$ cat src/rtl/stack_push_pkg.sv
package stack_push_pkg;
  localparam int unsigned XLEN = 64;

  typedef enum logic [1:0] {
    MODE_REAL = 2'd0,
    MODE_PROT = 2'd1,
    MODE_LONG = 2'd2,
    MODE_RSVD = 2'd3
  } mode_e;

  typedef enum logic [1:0] {
    OP16  = 2'd0,
    OP32  = 2'd1,
    OP64  = 2'd2,
    OPRSV = 2'd3
  } opsz_e;

  typedef enum logic [1:0] {
    SRC_REG = 2'd0,
    SRC_IMM = 2'd1,
    SRC_SEG = 2'd2,
    SRC_MEM = 2'd3
  } src_e;

  typedef enum logic [1:0] {
    IMM8   = 2'd0,
    IMM16  = 2'd1,
    IMM32  = 2'd2,
    IMM32B = 2'd3
  } imm_e;

  // segment codes below this value are legacy-only
  localparam logic [2:0] SEG_FIRST_LONG_OK = 3'd4;
endpackage

$ cat src/rtl/spu_addr.sv
module spu_addr
  import stack_push_pkg::*;
#(
  parameter int unsigned XW = XLEN
) (
  input  mode_e           mode_i,
  input  logic            stk32_i,
  input  opsz_e           opsz_i,
  input  logic [XW-1:0]   sp_i,
  output logic [XW-1:0]   sp_new_o,
  output logic [XW-1:0]   addr_o,
  output logic            sp_one_o
);
  logic [XW-1:0] dec, width_mask, diff;

  always_comb begin
    unique case (opsz_i)
      OP16:    dec = XW'(2);
      OP32:    dec = XW'(4);
      default: dec = XW'(8);
    endcase
    if (mode_i == MODE_LONG)
      width_mask = '1;
    else if (stk32_i)
      width_mask = {{(XW-32){1'b0}}, {32{1'b1}}};
    else
      width_mask = {{(XW-16){1'b0}}, {16{1'b1}}};
    diff     = sp_i - dec;
    sp_new_o = (sp_i & ~width_mask) | (diff & width_mask);
    addr_o   = diff & width_mask;
    sp_one_o = ((sp_i & width_mask) == XW'(1));
  end
endmodule

$ cat src/rtl/spu_data.sv
module spu_data
  import stack_push_pkg::*;
#(
  parameter int unsigned XW = XLEN,
  localparam int unsigned NB = XW / 8
) (
  input  opsz_e           opsz_i,
  input  src_e            src_kind_i,
  input  imm_e            imm_w_i,
  input  logic            src_is_sp_i,
  input  logic [XW-1:0]   sp_i,
  input  logic [XW-1:0]   src_val_i,
  output logic [XW-1:0]   data_o,
  output logic [NB-1:0]   be_o
);
  logic [XW-1:0] raw, byte_mask;
  int unsigned   nbytes;

  always_comb begin
    unique case (src_kind_i)
      SRC_REG: raw = src_is_sp_i ? sp_i : src_val_i;
      SRC_IMM: begin
        unique case (imm_w_i)
          IMM8:    raw = {{(XW-8){src_val_i[7]}}, src_val_i[7:0]};
          IMM16:   raw = {{(XW-16){src_val_i[15]}}, src_val_i[15:0]};
          default: raw = {{(XW-32){src_val_i[31]}}, src_val_i[31:0]};
        endcase
      end
      SRC_SEG: raw = {{(XW-16){1'b0}}, src_val_i[15:0]};
      default: raw = src_val_i;
    endcase

    unique case (opsz_i)
      OP16:    nbytes = 2;
      OP32:    nbytes = 4;
      default: nbytes = NB;
    endcase
    // selector under a 32-bit operand: two-byte store only
    if (src_kind_i == SRC_SEG && opsz_i == OP32) nbytes = 2;
    be_o = NB'((64'd1 << nbytes) - 64'd1);
  end

  for (genvar b = 0; b < NB; b++) begin : g_bmask
    assign byte_mask[8*b +: 8] = {8{be_o[b]}};
  end

  assign data_o = raw & byte_mask;
endmodule

$ cat src/rtl/spu_check.sv
module spu_check
  import stack_push_pkg::*;
(
  input  mode_e       mode_i,
  input  opsz_e       opsz_i,
  input  src_e        src_kind_i,
  input  logic [2:0]  seg_id_i,
  input  logic        sp_one_i,
  output logic        ss_fault_o,
  output logic        ud_fault_o
);
  logic is_long;

  always_comb begin
    is_long    = (mode_i == MODE_LONG);
    ud_fault_o = (opsz_i == OPRSV)
               | (is_long  & (opsz_i == OP32))
               | (!is_long & (opsz_i == OP64))
               | (is_long  & (src_kind_i == SRC_SEG) & (seg_id_i < SEG_FIRST_LONG_OK));
    ss_fault_o = !ud_fault_o & (mode_i == MODE_REAL) & sp_one_i;
  end
endmodule

$ cat src/rtl/stack_push_unit.sv
module stack_push_unit
  import stack_push_pkg::*;
#(
  parameter int unsigned XW = XLEN,
  localparam int unsigned NB = XW / 8
) (
  input  logic           clk_i,
  input  logic           rst_ni,
  input  logic           req_valid_i,
  output logic           req_ready_o,
  input  logic [1:0]     mode_i,
  input  logic           stk32_i,
  input  logic [1:0]     opsz_i,
  input  logic [1:0]     src_kind_i,
  input  logic [1:0]     imm_w_i,
  input  logic [2:0]     seg_id_i,
  input  logic           src_is_sp_i,
  input  logic [XW-1:0]  sp_i,
  input  logic [XW-1:0]  src_val_i,
  output logic           done_o,
  output logic [XW-1:0]  sp_o,
  output logic           wr_en_o,
  output logic [XW-1:0]  wr_addr_o,
  output logic [XW-1:0]  wr_data_o,
  output logic [NB-1:0]  wr_be_o,
  output logic           ss_fault_o,
  output logic           ud_fault_o
);
  mode_e mode;
  opsz_e opsz;
  src_e  kind;
  imm_e  immw;

  assign mode = mode_e'(mode_i);
  assign opsz = opsz_e'(opsz_i);
  assign kind = src_e'(src_kind_i);
  assign immw = imm_e'(imm_w_i);

  logic [XW-1:0] sp_new, addr, data;
  logic [NB-1:0] be;
  logic          sp_one, ss_f, ud_f, fault, accept;
  logic          ready_q;

  spu_addr #(.XW(XW)) u_addr (
    .mode_i   (mode),
    .stk32_i  (stk32_i),
    .opsz_i   (opsz),
    .sp_i     (sp_i),
    .sp_new_o (sp_new),
    .addr_o   (addr),
    .sp_one_o (sp_one)
  );

  spu_data #(.XW(XW)) u_data (
    .opsz_i      (opsz),
    .src_kind_i  (kind),
    .imm_w_i     (immw),
    .src_is_sp_i (src_is_sp_i),
    .sp_i        (sp_i),
    .src_val_i   (src_val_i),
    .data_o      (data),
    .be_o        (be)
  );

  spu_check u_check (
    .mode_i     (mode),
    .opsz_i     (opsz),
    .src_kind_i (kind),
    .seg_id_i   (seg_id_i),
    .sp_one_i   (sp_one),
    .ss_fault_o (ss_f),
    .ud_fault_o (ud_f)
  );

  assign fault       = ss_f | ud_f;
  assign accept      = req_valid_i & ready_q;
  assign req_ready_o = ready_q;

  always_ff @(posedge clk_i or negedge rst_ni) begin
    if (!rst_ni) begin
      ready_q    <= 1'b0;
      done_o     <= 1'b0;
      sp_o       <= '0;
      wr_en_o    <= 1'b0;
      wr_addr_o  <= '0;
      wr_data_o  <= '0;
      wr_be_o    <= '0;
      ss_fault_o <= 1'b0;
      ud_fault_o <= 1'b0;
    end else begin
      ready_q    <= 1'b1;
      done_o     <= accept;
      wr_en_o    <= accept & ~fault;
      ss_fault_o <= accept & ss_f;
      ud_fault_o <= accept & ud_f;
      wr_be_o    <= (accept & ~fault) ? be : '0;
      if (accept) begin
        sp_o      <= fault ? sp_i : sp_new;
        wr_addr_o <= addr;
        wr_data_o <= data;
      end
    end
  end

  assert_done_after_accept_R10: assert property (@(posedge clk_i) disable iff (!rst_ni)
    done_o |-> $past(req_valid_i & req_ready_o));

  assert_idle_no_write_R10: assert property (@(posedge clk_i) disable iff (!rst_ni)
    !done_o |-> !wr_en_o && wr_be_o == '0);

  assert_fault_no_update_R8: assert property (@(posedge clk_i) disable iff (!rst_ni)
    (done_o && (ss_fault_o || ud_fault_o)) |-> (!wr_en_o && sp_o == $past(sp_i)));

  assert_ud_masks_ss_R9: assert property (@(posedge clk_i) disable iff (!rst_ni)
    ud_fault_o |-> !ss_fault_o);

  assert_ss_real_only_R8: assert property (@(posedge clk_i) disable iff (!rst_ni)
    ss_fault_o |-> $past(mode_i) == MODE_REAL);

  assert_upper_kept_R2: assert property (@(posedge clk_i) disable iff (!rst_ni)
    (wr_en_o && $past(mode_i) != MODE_LONG && !$past(stk32_i))
      |-> sp_o[XW-1:16] == $past(sp_i[XW-1:16]));

  assert_addr_is_sp_R1: assert property (@(posedge clk_i) disable iff (!rst_ni)
    (wr_en_o && $past(mode_i) == MODE_LONG) |-> wr_addr_o == sp_o);

  assert_be_shape_R5: assert property (@(posedge clk_i) disable iff (!rst_ni)
    wr_en_o |-> (wr_be_o == NB'(8'h03) || wr_be_o == NB'(8'h0F) || wr_be_o == NB'(8'hFF)));
endmodule

$ cat config.mk
export PLATFORM = sky130hd
export DESIGN_NAME = stack_push_unit
export DESIGN_NICKNAME = d
export VERILOG_FILES = /design/src/rtl/stack_push_pkg.sv /design/src/rtl/spu_addr.sv /design/src/rtl/spu_data.sv /design/src/rtl/spu_check.sv /design/src/rtl/stack_push_unit.sv
export SDC_FILE = /design/constraint.sdc
export NUM_CORES = 1
export LEC_CHECK = 0
export BUFFER_PORTS_ARGS = -buffer_cell sky130_fd_sc_hd__clkbuf_2
export CAP_MARGIN = 10
export CELL_PAD_IN_SITES_DETAIL_PLACEMENT = 2
export CELL_PAD_IN_SITES_GLOBAL_PLACEMENT = 2
export CORE_AREA = 2 2 200 202
export CTS_CLUSTER_DIAMETER = 40
export DETAILED_ROUTE_END_ITERATION = 16
export DIE_AREA = 0 0 202 204
export PLACE_DENSITY = 0.85
export SETUP_SLACK_MARGIN = 0.05
export SLEW_MARGIN = 10
export SYNTH_ARGS = -nofsm -noshare
export SYNTH_HDL_FRONTEND = slang
export SYNTH_SLANG_ARGS = --single-unit
$ cat constraint.sdc
create_clock -name clk_i -period 1.6 [get_ports clk_i]
set_input_delay 0.16 -clock clk_i [delete_from_list [all_inputs] [get_ports clk_i]]
set_output_delay 0.16 -clock clk_i [all_outputs]
set_load 0.05 [all_outputs]
==> flow_summary.json <==
{
  "synth_cells": 1156,
  "final_wtd_congestion": 0.880,
  "grt_usage": 0.325,
  "timing.final.max_slew_violations": 0,
  "cts_root_buf": "sky130_fd_sc_hd__clkbuf_16",
  "synth-async-reset-ratio": 1.00,
  "synth_top_cells_by_area": "sky130_fd_sc_hd__dfrtp_1 (48%), sky130_fd_sc_hd__nand2_1 (7.5%), sky130_fd_sc_hd__o21ai_0 (7.0%)",
  "ys_seq_elements": 202,
  "final_hold_viol_count": 0,
  "top_delay_family_on_crit_path": "simple AND/OR/NAND/NOR gates",
  "p_total_mw": 22.0,
  "netlist-cell-type-count": 53,
  "violations": "negative setup slack",
  "top_level_ports": 349,
  "hold_class": "in -> reg",
  "grt_pass1_wl_um": 99700,
  "cts_buffer_depth": 3,
  "r2r_cells": 6,
  "synth_enable_flop_cells": 0,
  "initial_antenna_violation_count": 2,
  "vias": 13300,
  "detail_route.drc_violations": 0,
  "crit_cells": 10,
  "dr.first_iter.drc_count": 878,
  "post-route-worst-setup-slack_ns": -0.459,
  "synth.top_cell.area_share": 0.483,
  "grt_start_max_net_pins": 69,
  "wirelength_um": 73600,
  "worstReg2RegEnd": "sp_o[35]$_DFFE_PN0P_",
  "final.period_utilization": 1.29,
  "cts_inserted_buffers": 43,
  "drv.max_cap_violation_count": 0,
  "crit_end_element": "flip-flop",
  "cts.reportedPaths.clkPinSlew_ns": 0.06,
  "status": "finished with violations",
  "arrival_ns": 2.51,
  "clk_skew_ns": 0.0388,
  "tritoncts": "yes",
  "required_ns": 2.05,
  "critPathKind": "in -> reg",
  "startpoint": "sp_i[27]",
  "synth_ff_type": "sky130_fd_sc_hd__dfrtp_1",
  "gr-total-overflow": 0,
  "detail_route.wl_per_cell_um": 30.7,
  "port_buffers": 346,
  "vdd_drop_max_mv": 0.652,
  "design.final.nets": 1980,
  "std_cell_rows": 73,
  "worst_max_slew_margin_expressed_relative_to_the_limit": 0.538,
  "path_cells": "buf_6, or4_4, buf_6, nor4b_4, nand4_1, buf_4, buf_8, or4_4, xor2_1, o21ai_1",
  "route.antenna.remaining_nets": 0,
  "fp.dieW_um": 202,
  "maximum_fanout_encountered_on_the_critical_timing_path": 6,
  "reg2reg_from": "req_ready_o$_DFF_PN0_",
  "critical-path-max-stage-delay_ns": 0.58,
  "rsz0062_at_grt": "true",
  "synth_area_per_cell_um2": 9.06,
  "cts.htree.levels": 2,
  "floorplan.initialDensity": 0.267,
  "finalCoreUtilization": 0.496,
  "pwr_density_cell_nw_per_um2": 1130,
  "drive_gt1_frac": 0.511,
  "clock.fmax_ghz": 0.486,
  "area_growth_syn_to_layout_pct": 85.4,
  "rrSetupSlack_ns": -0.07,
  "drt_pass1_iterations": 5,
  "clock_latency_ns": 0.58,
  "clkSinkCount": 202,
  "worst_setup_path_endpoint": "wr_addr_o[49]$_DFFE_PN0P_",
  "worstMarginPinSlew_ns": 0.693,
  "setup-tns-final_ns": -31.00,
  "netlist.top_cell.by_area": "sky130_fd_sc_hd__dfrtp_1",
  "worst_path_max_delay_cell": "sky130_fd_sc_hd__or4_4",
  "floorplan.die_area_um2": 41200,
  "critical_path.n_buffers_inverters": 4,
  "core-area_um2": 39200,
  "seq_area_frac_synth": 0.483,
  "cp-start-kind": "primary input",
  "floorplan.die.height_um": 204,
  "period_minus_slack_ns": 2.06,
  "post_synth_instance_area_um2": 10500,
  "leakagePower_nw": 9.02,
  "dp_hpwl_um": 42600,
  "setup-violations-final": 121,
  "first_global_vias": 14900,
  "synthesis.yosys.warnings": 0,
  "via_per_inst": 5.54
}
[worst min-delay path by stage]
stage	startpoint	to	slack [ns]	cells past startpoint
after floorplan	rst_ni	done_o$_DFF_PN0_	-0.14	0
after global placement	rst_ni	wr_data_o[62]$_DFFE_PN0P_	0.13	1
after detailed placement	rst_ni	wr_data_o[60]$_DFFE_PN0P_	0.14	1
after CTS	src_val_i[20]	wr_data_o[20]$_DFFE_PN0P_	0.001	3
after global routing	src_val_i[55]	wr_data_o[55]$_DFFE_PN0P_	0.01	3
final	src_val_i[35]	wr_data_o[35]$_DFFE_PN0P_	0.01	3
[layer usage]
layer  vias up  wire, µm  track usage
met5         -         0            0
met4         0      5510        0.197
met3       309      4080       0.0633
met2       683     38400        0.603
met1      6813     25600        0.339
li1       5464         -            -
[layout make-up]
cell class                      instances  area (µm²)
Clock buffer                           55        1190
Antenna cell                            3        7.51
Tap cell                              525         657
Inverter                               10        53.8
Clock inverter                         25         340
Multi-Input combinational cell        849        6620
Timing Repair Buffer                  725        5490
Fill cell                            3913       19800
Sequential cell                       202        5060
[kinds of logic (layout without fill, tap and decap cells)]
kind of cell               after synthesis  count (layout)  synth area share
AOI/OAI and AO/OA                      271             271             0.162
buffers and inverters                  106             815            0.0401
muxes                                   11              11            0.0108
DFF                                    202             202             0.483
xor gates and xnor gates               108             108            0.0903
and+or+nand+nor                        452             452             0.207
adders and majority gates                5               5           0.00669
other                                    1               5          0.000358
[worst reg2reg max path, cell delays in order (launching register included)]
cell and delay, ns:
sky130_fd_sc_hd__dfrtp_2 0.44, sky130_fd_sc_hd__nand2_4 0.12, sky130_fd_sc_hd__buf_12 0.23, sky130_fd_sc_hd__nor2_1 0.13
sky130_fd_sc_hd__nand2_1 0.21, sky130_fd_sc_hd__o22ai_1 0.12, sky130_fd_sc_hd__a221o_1 0.30
[sequential cells by signal, indices dropped and copies added (netlist names)]
name,count
sp_o,64
wr_data_o,64
wr_addr_o,63
wr_be_o,6
done_o,1
req_ready_o,1
ss_fault_o,1
ud_fault_o,1
wr_en_o,1
[stage by stage]
stage / std cells / hold slack [ns] / worst slack (ns) / instance area [µm²]
floorplan: 1157 / -0.136 / -0.803 / 11000
global placement: 2199 / 0.130 / -0.954 / 15200
detailed placement: 2199 / 0.139 / -1.05 / 15200
CTS: 2369 / 0.00143 / -0.350 / 18300
global route: 2392 / 0.0110 / -0.490 / 19400
finish: 2394 / 0.0145 / -0.459 / 19400
[Yosys cell counts, drive strengths merged, types with 8 or more instances]
library cell / instances
mux2i: 9
a221o: 17
a211oi: 8
buf: 11
a22o: 16
nor2: 64
o21ai: 154
nor4: 28
inv: 10
clkbuf: 85
nor3: 52
a221oi: 35
a31oi: 12
nand3: 25
nand2: 209
nand4: 17
dfrtp: 202
or3: 17
a21oi: 15
xor2: 37
xnor2: 71
or4: 15
[layout by cell type, fill, tap and decap left out, drive strengths merged, types with 6 or more instances in the layout]
cell type / instances
clkbuf: 401
buf: 317
nand2: 209
dfrtp: 202
o21ai: 154
xnor2: 71
nor2: 64
dlygate4sd3: 62
nor3: 52
xor2: 37
a221oi: 35
nor4: 28
nand3: 25
nand4: 17
a221o: 17
or3: 17
a22o: 16
or4: 15
a21oi: 15
a31oi: 12
clkinv: 12
inv: 11
mux2i: 9
a211oi: 8
bufinv: 7
or2: 6
[power breakdown]
part           internal (mW)  total, mW  switching (mW)
clock network           6.42       9.82            3.40
registers               5.69       6.15           0.461
logic                   1.69       6.03            4.34
[what timing repair did]
action                                  4_1_cts  5_1_grt
endpoints found under the setup margin      118      145
pin swaps                                    81      122
hold endpoints to repair                    263        0
hold buffers                                 62        0
cloned                                        2        3
setup buffers                                29       25
resized for setup                           178      199
Note: power is estimated with default switching activity, not from simulation.
